`src/rtl/irqc_pkg.sv`:
```
package irqc_pkg;
    localparam int NUM_IR = 8;
    localparam int IDX_W  = $clog2(NUM_IR);
    localparam int DW     = 8;
    localparam int BASE_W = DW - IDX_W;

    typedef enum logic [1:0] {
        CFG_READY,
        CFG_BASE,
        CFG_CASC,
        CFG_MODE
    } cfg_state_e;

    typedef enum logic {
        ACK_IDLE,
        ACK_DRIVE
    } ack_state_e;

    typedef struct packed {
        logic             hit;
        logic [IDX_W-1:0] idx;
    } pick_t;

    // Lowest-numbered request bit that sits above every busy level.
    function automatic pick_t pick_level(input logic [NUM_IR-1:0] req,
                                         input logic [NUM_IR-1:0] busy);
        pick_t r;
        logic  stop;
        r    = '0;
        stop = 1'b0;
        for (int i = 0; i < NUM_IR; i++) begin
            if (!stop) begin
                if (busy[i]) begin
                    stop = 1'b1;
                end else if (req[i]) begin
                    r.hit = 1'b1;
                    r.idx = IDX_W'(i);
                    stop  = 1'b1;
                end
            end
        end
        return r;
    endfunction
endpackage

```
`src/rtl/irqc_cfg_seq.sv`:
```
module irqc_cfg_seq
    import irqc_pkg::*;
(
    input  logic              clk,
    input  logic              rst_n,
    input  logic              wr_en,
    input  logic              wr_sel,
    input  logic [DW-1:0]     wr_data,
    output logic              init_clr,
    output logic [BASE_W-1:0] vec_base,
    output logic              auto_eoi,
    output logic [NUM_IR-1:0] mask,
    output logic              read_isr,
    output logic              eoi_ns,
    output logic              eoi_spec,
    output logic [IDX_W-1:0]  eoi_lvl
);
    cfg_state_e        state_q, state_d;
    logic              single_q, need_mode_q;
    logic [BASE_W-1:0] base_q;
    logic              aeoi_q, risr_q;
    logic [NUM_IR-1:0] mask_q;
    logic              even_wr, odd_wr, start, ocw_a, ocw_b;

    assign even_wr = wr_en & ~wr_sel;
    assign odd_wr  = wr_en &  wr_sel;
    assign start   = even_wr & wr_data[4];
    assign ocw_a   = even_wr & ~wr_data[4] & ~wr_data[3] & (state_q == CFG_READY);
    assign ocw_b   = even_wr & ~wr_data[4] &  wr_data[3] & (state_q == CFG_READY);

    // state register
    always_ff @(posedge clk) begin
        if (!rst_n) state_q <= CFG_READY;
        else        state_q <= state_d;
    end

    // next state
    always_comb begin
        state_d = state_q;
        if (start) begin
            state_d = CFG_BASE;
        end else begin
            unique case (state_q)
                CFG_READY: state_d = CFG_READY;
                CFG_BASE: if (odd_wr)
                    state_d = !single_q ? CFG_CASC : (need_mode_q ? CFG_MODE : CFG_READY);
                CFG_CASC: if (odd_wr)
                    state_d = need_mode_q ? CFG_MODE : CFG_READY;
                CFG_MODE: if (odd_wr)
                    state_d = CFG_READY;
            endcase
        end
    end

    // configuration and command registers
    always_ff @(posedge clk) begin
        if (!rst_n) begin
            single_q    <= 1'b0;
            need_mode_q <= 1'b0;
            base_q      <= '0;
            aeoi_q      <= 1'b0;
            mask_q      <= '0;
            risr_q      <= 1'b0;
        end else if (start) begin
            single_q    <= wr_data[1];
            need_mode_q <= wr_data[0];
            aeoi_q      <= 1'b0;
            mask_q      <= '0;
            risr_q      <= 1'b0;
        end else begin
            if (odd_wr && state_q == CFG_BASE)  base_q <= wr_data[DW-1:IDX_W];
            if (odd_wr && state_q == CFG_MODE)  aeoi_q <= wr_data[1];
            if (odd_wr && state_q == CFG_READY) mask_q <= wr_data;
            if (ocw_b && wr_data[1])            risr_q <= wr_data[0];
        end
    end

    assign init_clr = start;
    assign vec_base = base_q;
    assign auto_eoi = aeoi_q;
    assign mask     = mask_q;
    assign read_isr = risr_q;
    assign eoi_ns   = ocw_a & (wr_data[7:5] == 3'b001);
    assign eoi_spec = ocw_a & (wr_data[7:5] == 3'b011);
    assign eoi_lvl  = wr_data[IDX_W-1:0];

    assert_init_restart_R2: assert property (@(posedge clk) disable iff (!rst_n)
        start |=> (state_q == CFG_BASE) && (mask_q == '0) && !risr_q);

    assert_mask_load_R4: assert property (@(posedge clk) disable iff (!rst_n)
        (odd_wr && !start && state_q == CFG_READY) |=> mask_q == $past(wr_data));
endmodule

```
`src/rtl/irqc_req_latch.sv`:
```
module irqc_req_latch
    import irqc_pkg::*;
(
    input  logic              clk,
    input  logic              rst_n,
    input  logic [NUM_IR-1:0] irq_in,
    input  logic              init_clr,
    input  logic              take_en,
    input  logic [IDX_W-1:0]  take_idx,
    output logic [NUM_IR-1:0] irr
);
    logic [NUM_IR-1:0] prev_q, irr_q;

    always_ff @(posedge clk) begin
        if (!rst_n) begin
            prev_q <= '0;
            irr_q  <= '0;
        end else begin
            prev_q <= irq_in;
            for (int i = 0; i < NUM_IR; i++) begin
                if (init_clr)                                  irr_q[i] <= 1'b0;
                else if (irq_in[i] && !prev_q[i])              irr_q[i] <= 1'b1;
                else if (!irq_in[i])                           irr_q[i] <= 1'b0;
                else if (take_en && take_idx == IDX_W'(i))     irr_q[i] <= 1'b0;
            end
        end
    end

    assign irr = irr_q;

    assert_init_clears_irr_R2: assert property (@(posedge clk) disable iff (!rst_n)
        init_clr |=> irr_q == '0);

    for (genvar g = 0; g < NUM_IR; g++) begin : g_bit
        assert_drop_clears_R5: assert property (@(posedge clk) disable iff (!rst_n)
            !irq_in[g] |=> !irr_q[g]);
    end
endmodule

```
`src/rtl/irqc_service.sv`:
```
module irqc_service
    import irqc_pkg::*;
(
    input  logic              clk,
    input  logic              rst_n,
    input  logic [NUM_IR-1:0] irr,
    input  logic [NUM_IR-1:0] mask,
    input  logic              init_clr,
    input  logic              ack_req,
    input  logic              auto_eoi,
    input  logic [BASE_W-1:0] vec_base,
    input  logic              eoi_ns,
    input  logic              eoi_spec,
    input  logic [IDX_W-1:0]  eoi_lvl,
    output logic [NUM_IR-1:0] isr,
    output logic              int_out,
    output logic [DW-1:0]     vec_out,
    output logic              vec_valid,
    output logic              take_en,
    output logic [IDX_W-1:0]  take_idx
);
    ack_state_e        st_q, st_d;
    logic [NUM_IR-1:0] isr_q, isr_d;
    logic [DW-1:0]     vec_q;
    pick_t             win, top_busy;
    logic              ack_take;

    assign win      = pick_level(irr & ~mask, isr_q);
    assign top_busy = pick_level(isr_q, '0);
    assign ack_take = (st_q == ACK_IDLE) && ack_req;

    // state register
    always_ff @(posedge clk) begin
        if (!rst_n) st_q <= ACK_IDLE;
        else        st_q <= st_d;
    end

    always_comb begin
        unique case (st_q)
            ACK_IDLE:  st_d = ack_req ? ACK_DRIVE : ACK_IDLE;
            ACK_DRIVE: st_d = ACK_IDLE;
        endcase
    end

    // in-service update
    always_comb begin
        isr_d = isr_q;
        if (ack_take && win.hit && !auto_eoi) isr_d[win.idx] = 1'b1;
        if (eoi_spec)                         isr_d[eoi_lvl] = 1'b0;
        if (eoi_ns && top_busy.hit)           isr_d[top_busy.idx] = 1'b0;
        if (init_clr)                         isr_d = '0;
    end

    // outputs
    always_ff @(posedge clk) begin
        if (!rst_n) begin
            isr_q <= '0;
            vec_q <= '0;
        end else begin
            isr_q <= isr_d;
            if (ack_take)
                vec_q <= win.hit ? {vec_base, win.idx} : {vec_base, {IDX_W{1'b1}}};
        end
    end

    assign isr       = isr_q;
    assign int_out   = win.hit;
    assign vec_out   = vec_q;
    assign vec_valid = (st_q == ACK_DRIVE);
    assign take_en   = ack_take & win.hit;
    assign take_idx  = win.idx;

    assert_vec_one_cycle_R12: assert property (@(posedge clk) disable iff (!rst_n)
        st_q == ACK_DRIVE |=> st_q == ACK_IDLE);

    assert_auto_release_R10: assert property (@(posedge clk) disable iff (!rst_n)
        (ack_take && auto_eoi) |=> (isr_q & ~$past(isr_q)) == '0);

    assert_spurious_isr_R11: assert property (@(posedge clk) disable iff (!rst_n)
        (ack_take && !win.hit && !eoi_ns && !eoi_spec && !init_clr) |=> isr_q == $past(isr_q));

    assert_ack_moves_R6: assert property (@(posedge clk) disable iff (!rst_n)
        (ack_take && win.hit && !auto_eoi && !eoi_ns && !eoi_spec && !init_clr)
            |=> isr_q[$past(win.idx)]);
endmodule

```
`src/rtl/irq_vector_ctrl.sv`:
```
module irq_vector_ctrl
    import irqc_pkg::*;
(
    input  logic          clk,
    input  logic          rst_n,
    input  logic          bus_sel,
    input  logic          bus_wr,
    input  logic [7:0]    bus_wdata,
    output logic [7:0]    bus_rdata,
    input  logic [7:0]    irq_in,
    output logic          int_out,
    input  logic          ack_req,
    output logic [7:0]    vec_out,
    output logic          vec_valid
);
    logic              init_clr, auto_eoi, read_isr, eoi_ns, eoi_spec, take_en;
    logic [BASE_W-1:0] vec_base;
    logic [NUM_IR-1:0] mask, irr, isr;
    logic [IDX_W-1:0]  eoi_lvl, take_idx;

    irqc_cfg_seq u_cfg (
        .clk(clk), .rst_n(rst_n), .wr_en(bus_wr), .wr_sel(bus_sel), .wr_data(bus_wdata),
        .init_clr(init_clr), .vec_base(vec_base), .auto_eoi(auto_eoi), .mask(mask),
        .read_isr(read_isr), .eoi_ns(eoi_ns), .eoi_spec(eoi_spec), .eoi_lvl(eoi_lvl)
    );

    irqc_req_latch u_req (
        .clk(clk), .rst_n(rst_n), .irq_in(irq_in), .init_clr(init_clr),
        .take_en(take_en), .take_idx(take_idx), .irr(irr)
    );

    irqc_service u_svc (
        .clk(clk), .rst_n(rst_n), .irr(irr), .mask(mask), .init_clr(init_clr),
        .ack_req(ack_req), .auto_eoi(auto_eoi), .vec_base(vec_base), .eoi_ns(eoi_ns),
        .eoi_spec(eoi_spec), .eoi_lvl(eoi_lvl), .isr(isr), .int_out(int_out),
        .vec_out(vec_out), .vec_valid(vec_valid), .take_en(take_en), .take_idx(take_idx)
    );

    assign bus_rdata = bus_sel ? mask : (read_isr ? isr : irr);

    assert_int_cause_R6: assert property (@(posedge clk) disable iff (!rst_n)
        int_out |-> (irr & ~mask) != '0);
endmodule

```
`config.mk`:
```
export PLATFORM = sky130hd
export DESIGN_NAME = irq_vector_ctrl
export DESIGN_NICKNAME = d
export VERILOG_FILES = /design/src/rtl/irqc_pkg.sv /design/src/rtl/irqc_cfg_seq.sv /design/src/rtl/irqc_req_latch.sv /design/src/rtl/irqc_service.sv /design/src/rtl/irq_vector_ctrl.sv
export SDC_FILE = /design/constraint.sdc
export NUM_CORES = 1
export LEC_CHECK = 0
export BUFFER_PORTS_ARGS = -buffer_cell sky130_fd_sc_hd__buf_2
export CORE_MARGIN = 2
export CORE_UTILIZATION = 56
export CTS_CLUSTER_DIAMETER = 60
export DETAILED_ROUTE_END_ITERATION = 8
export PLACE_DENSITY = 0.79
export SKIP_CTS_REPAIR_TIMING = 1
export SYNTH_ARGS = -nofsm -noshare
export SYNTH_HDL_FRONTEND = slang
export SYNTH_SLANG_ARGS = --single-unit
export TNS_END_PERCENT = 30
```
`constraint.sdc`:
```
create_clock -name clk -period 2.75 [get_ports clk]
set_input_delay 0.1375 -clock clk [delete_from_list [all_inputs] [get_ports clk]]
set_output_delay 0.1375 -clock clk [all_outputs]
set_load 0.02 [all_outputs]
```
==> results.tsv <==
stage	metric	value	unit
run_status	outcome	finished, final reports clean	
logic_synthesis	Cell Area, Synth	2539	µm²
routing	met3 routed WL	422	µm
floorplanning	num ports	39	
flow_run	max-cap violations	0	
critical_path	Worst EP arrival	2.40	ns
sta	Setup Total Neg Slack	0	ns
sta	final setup skew	0.01094	ns
clock_tree	clock buffer depth	2	
clock_tree	worst skew pair latency	0.31	ns
final_layout	share of layout cells above drive strength 1	0.1647	
place	dpl hpwl	4.524	mm
logic_synthesis	Synth async-reset ratio	0	
critical_path	CP Capture Type	primary output	
logic_synthesis	ys flop type	dfxtp_1	
critical_path	worst reg2reg path depth	5	
routing	Avg WL per Cell	16.16	µm
place	port bufs	38	
logic_synthesis	leading area contributor after synthesis	dfxtp_1	
critical_path	maximum fanout along the worst path	8	
clock_tree	H-tree levels	2	
floorplanning	die width	71.33	µm
grt	vias in the first global route	2188	
logic_synthesis	most frequent cells after synthesis	dfxtp_1, nand2_1, nor2_1	
final_layout	# diodes	0	
grt	grt total ovfl	0	
grt	first-pass GRT wire length	10.64	mm
logic_synthesis	Post-synth EDFFs	0	
critical_path	Worst Setup EP	int_out	
logic_synthesis	syn_nets	327	
routing	drt drc	0	
floorplanning	Die Ht	71.33	µm
grt	antenna violations before repair	0	
floorplanning	Core Box Area	4354	µm²
grt	Tot GR Track Use	0.2667	
clock_tree	clock sinks	52	
logic_synthesis	Seq/Total Area, Yosys	0.4101	
clock_tree	Root Buffer	clkbuf_8	
floorplanning	DIE AREA	5088	µm²
sta	FMAX	0.3935	GHz
sta	RSZ-0062 raised after global routing	false	
final_layout	synthesis-to-layout area growth	12.47	%
logic_synthesis	Avg Inst Size Synth	8.406	µm²
routing	WL final	6.236	mm
routing	Highest Signal Layer	met4	
routing	router iterations before antenna repair	6	
power_and_ir_drop	Leak	1.205	nW
place	gpl congestion	0.9278	
routing	Avg Vias per Cell	6.008	
logic_synthesis	Ys Warns	0	
logic_synthesis	top cells by area, synth	dfxtp_1, mux2i_1, a21oi_1, nand2_1, nor2_1	
routing	Final ANT Viol Nets	0	
routing	DR WL met2	2.930	mm
floorplanning	Core Rows	24	
clock_tree	CTS Buf Count	5	
logic_synthesis	post-synth top area share	0.4101	
critical_path	Critical Path RT	2.61	ns
final_layout	fin util	0.6557	
sta	Slew Limit Fails	0	
sta	Max-Slew Margin vs Limit	0.4254	
critical_path	crit path from	u_svc.isr[2]$_SDFF_PP0_	
critical_path	Reg2Reg Capture Point	u_svc.vec_out[0]$_SDFFE_PN0P_	
clock_tree	Worst-path clk slew	0.10	ns
final_layout	Nets	358	
logic_synthesis	Synth Register Bits	52	
power_and_ir_drop	PwrDens	556.1	nW/µm²
sta	fin crit share	0.9240	
grt	largest net degree at the start of global routing	23	
critical_path	R2R setup slack	0.58	ns
power_and_ir_drop	IR Drop Worst-Case VDD	0.4668	mV
logic_synthesis	most common cell in the netlist	dfxtp_1	
worst_hold_path	HP Class	input pin to flip-flop	
clock_tree	CTS tree	built	
routing	initial DRC count	165	
critical_path	kind of critical path	flip-flop to primary output	
routing	via count	2319	
routing	met1 WL	2.747	mm
sta	Final Critical Period	2.541	ns
floorplanning	Initial Utilization	0.5830	
sta	final setup fails	0	
logic_synthesis	Yosys cell types	44	
critical_path	reg2reg start	u_svc.isr[2]$_SDFF_PP0_	
logic_synthesis	Post-Syn Instances	302	
sta	pin slew with the least headroom to its limit	0.8601	ns
sta	Final Hold Fails	0	
critical_path	Worst Setup Start Kind	flip-flop	
==> sequential cells by signal, summed over array words and instances (netlist names) <==
register	flops
u_cfg.vec_base	5
u_cfg.need_mode_q	1
u_cfg.mask	8
u_svc.vec_out	8
u_cfg.state_q	2
u_cfg.auto_eoi	1
u_cfg.single_q	1
u_svc.vec_valid	1
u_svc.isr	8
u_req.prev_q	8
u_req.irr	8
u_cfg.read_isr	1
==> worst min-delay path by stage <==
stage / startpoint / endpoint / slack [ns] / cells after the start
finish: irq_in[0] / u_req.prev_q[0]$_SDFF_PN0_ / 0.03 / 2
global route: irq_in[1] / u_req.prev_q[1]$_SDFF_PN0_ / 0.04 / 2
CTS: irq_in[0] / u_req.prev_q[0]$_SDFF_PN0_ / 0.03 / 2
detailed placement: irq_in[7] / u_req.prev_q[7]$_SDFF_PN0_ / 0.36 / 2
global placement: irq_in[3] / u_req.prev_q[3]$_SDFF_PN0_ / 0.35 / 2
floorplan: irq_in[0] / u_req.irr[0]$_SDFFE_PP0P_ / 0.25 / 2
==> cell usage in the layout, fill, tap and decap left out, types with 4 or more instances in the layout <==
master / n
nor2_1: 27
ha_1: 4
nor3_1: 13
nand3_1: 9
inv_1: 6
or3_1: 6
buf_2: 38
clkbuf_8: 5
dfxtp_1: 52
nor2b_1: 9
mux2i_1: 25
nor4b_1: 4
a21oi_1: 25
o21ai_0: 17
nand2b_1: 9
o31ai_1: 5
nand2_1: 30
and2_1: 9
a31oi_1: 6
==> routing by layer <==
metal | global-route usage | up-vias
met3 | 0.04501 | 14
met2 | 0.4228 | 96
li1 | - | 1133
met5 | 0 | -
met4 | 0.09853 | 0
met1 | 0.3677 | 1076
==> stage by stage <==
| stage | worst slack (ns) | power [mW] | hold slack [ns] | cells | instance area (µm²) |
|---|---|---|---|---|---|
| after floorplan | 0.4778 | 0.9864 | 0.2536 | 302 | 2539 |
| after global placement | 0.6163 | 1.056 | 0.3533 | 378 | 2739 |
| after detailed placement | 0.5950 | 1.060 | 0.3565 | 378 | 2739 |
| after CTS | 0.2276 | 1.589 | 0.02922 | 386 | 2855 |
| after global routing | 0.08859 | 1.650 | 0.03942 | 386 | 2855 |
| final | 0.2090 | 1.588 | 0.03471 | 386 | 2855 |
==> where the power goes <==
group	switching, mW	internal, mW
Sequential	0.0246	0.782
Combinational	0.150	0.0909
Clock	0.266	0.274
==> final cells by class <==
class                      instances  area [µm²]
clock buffer                       5       68.82
sequential                        52        1041
multi-input combinational        228        1405
clock inverter                     3       47.55
fill                             369        1499
timing repair buffer              40       205.2
inverter                           6       22.52
tap                               52       65.06
==> cell families after synthesis <==
kind of cell    share of synthesized area
flops                              0.4101
fa+ha+maj                         0.01971
buf+inv                           0.03647
mux                               0.09857
compound gates                     0.1597
simple gates                       0.2755
==> critical path: stages, from the launching register on <==
cell and delay (ns):
dfxtp_1 0.38, or2_1 0.31, or4_1 0.47, or2_1 0.29
o31ai_2 0.40, buf_2 0.24
(Power assumes the default switching activity.)
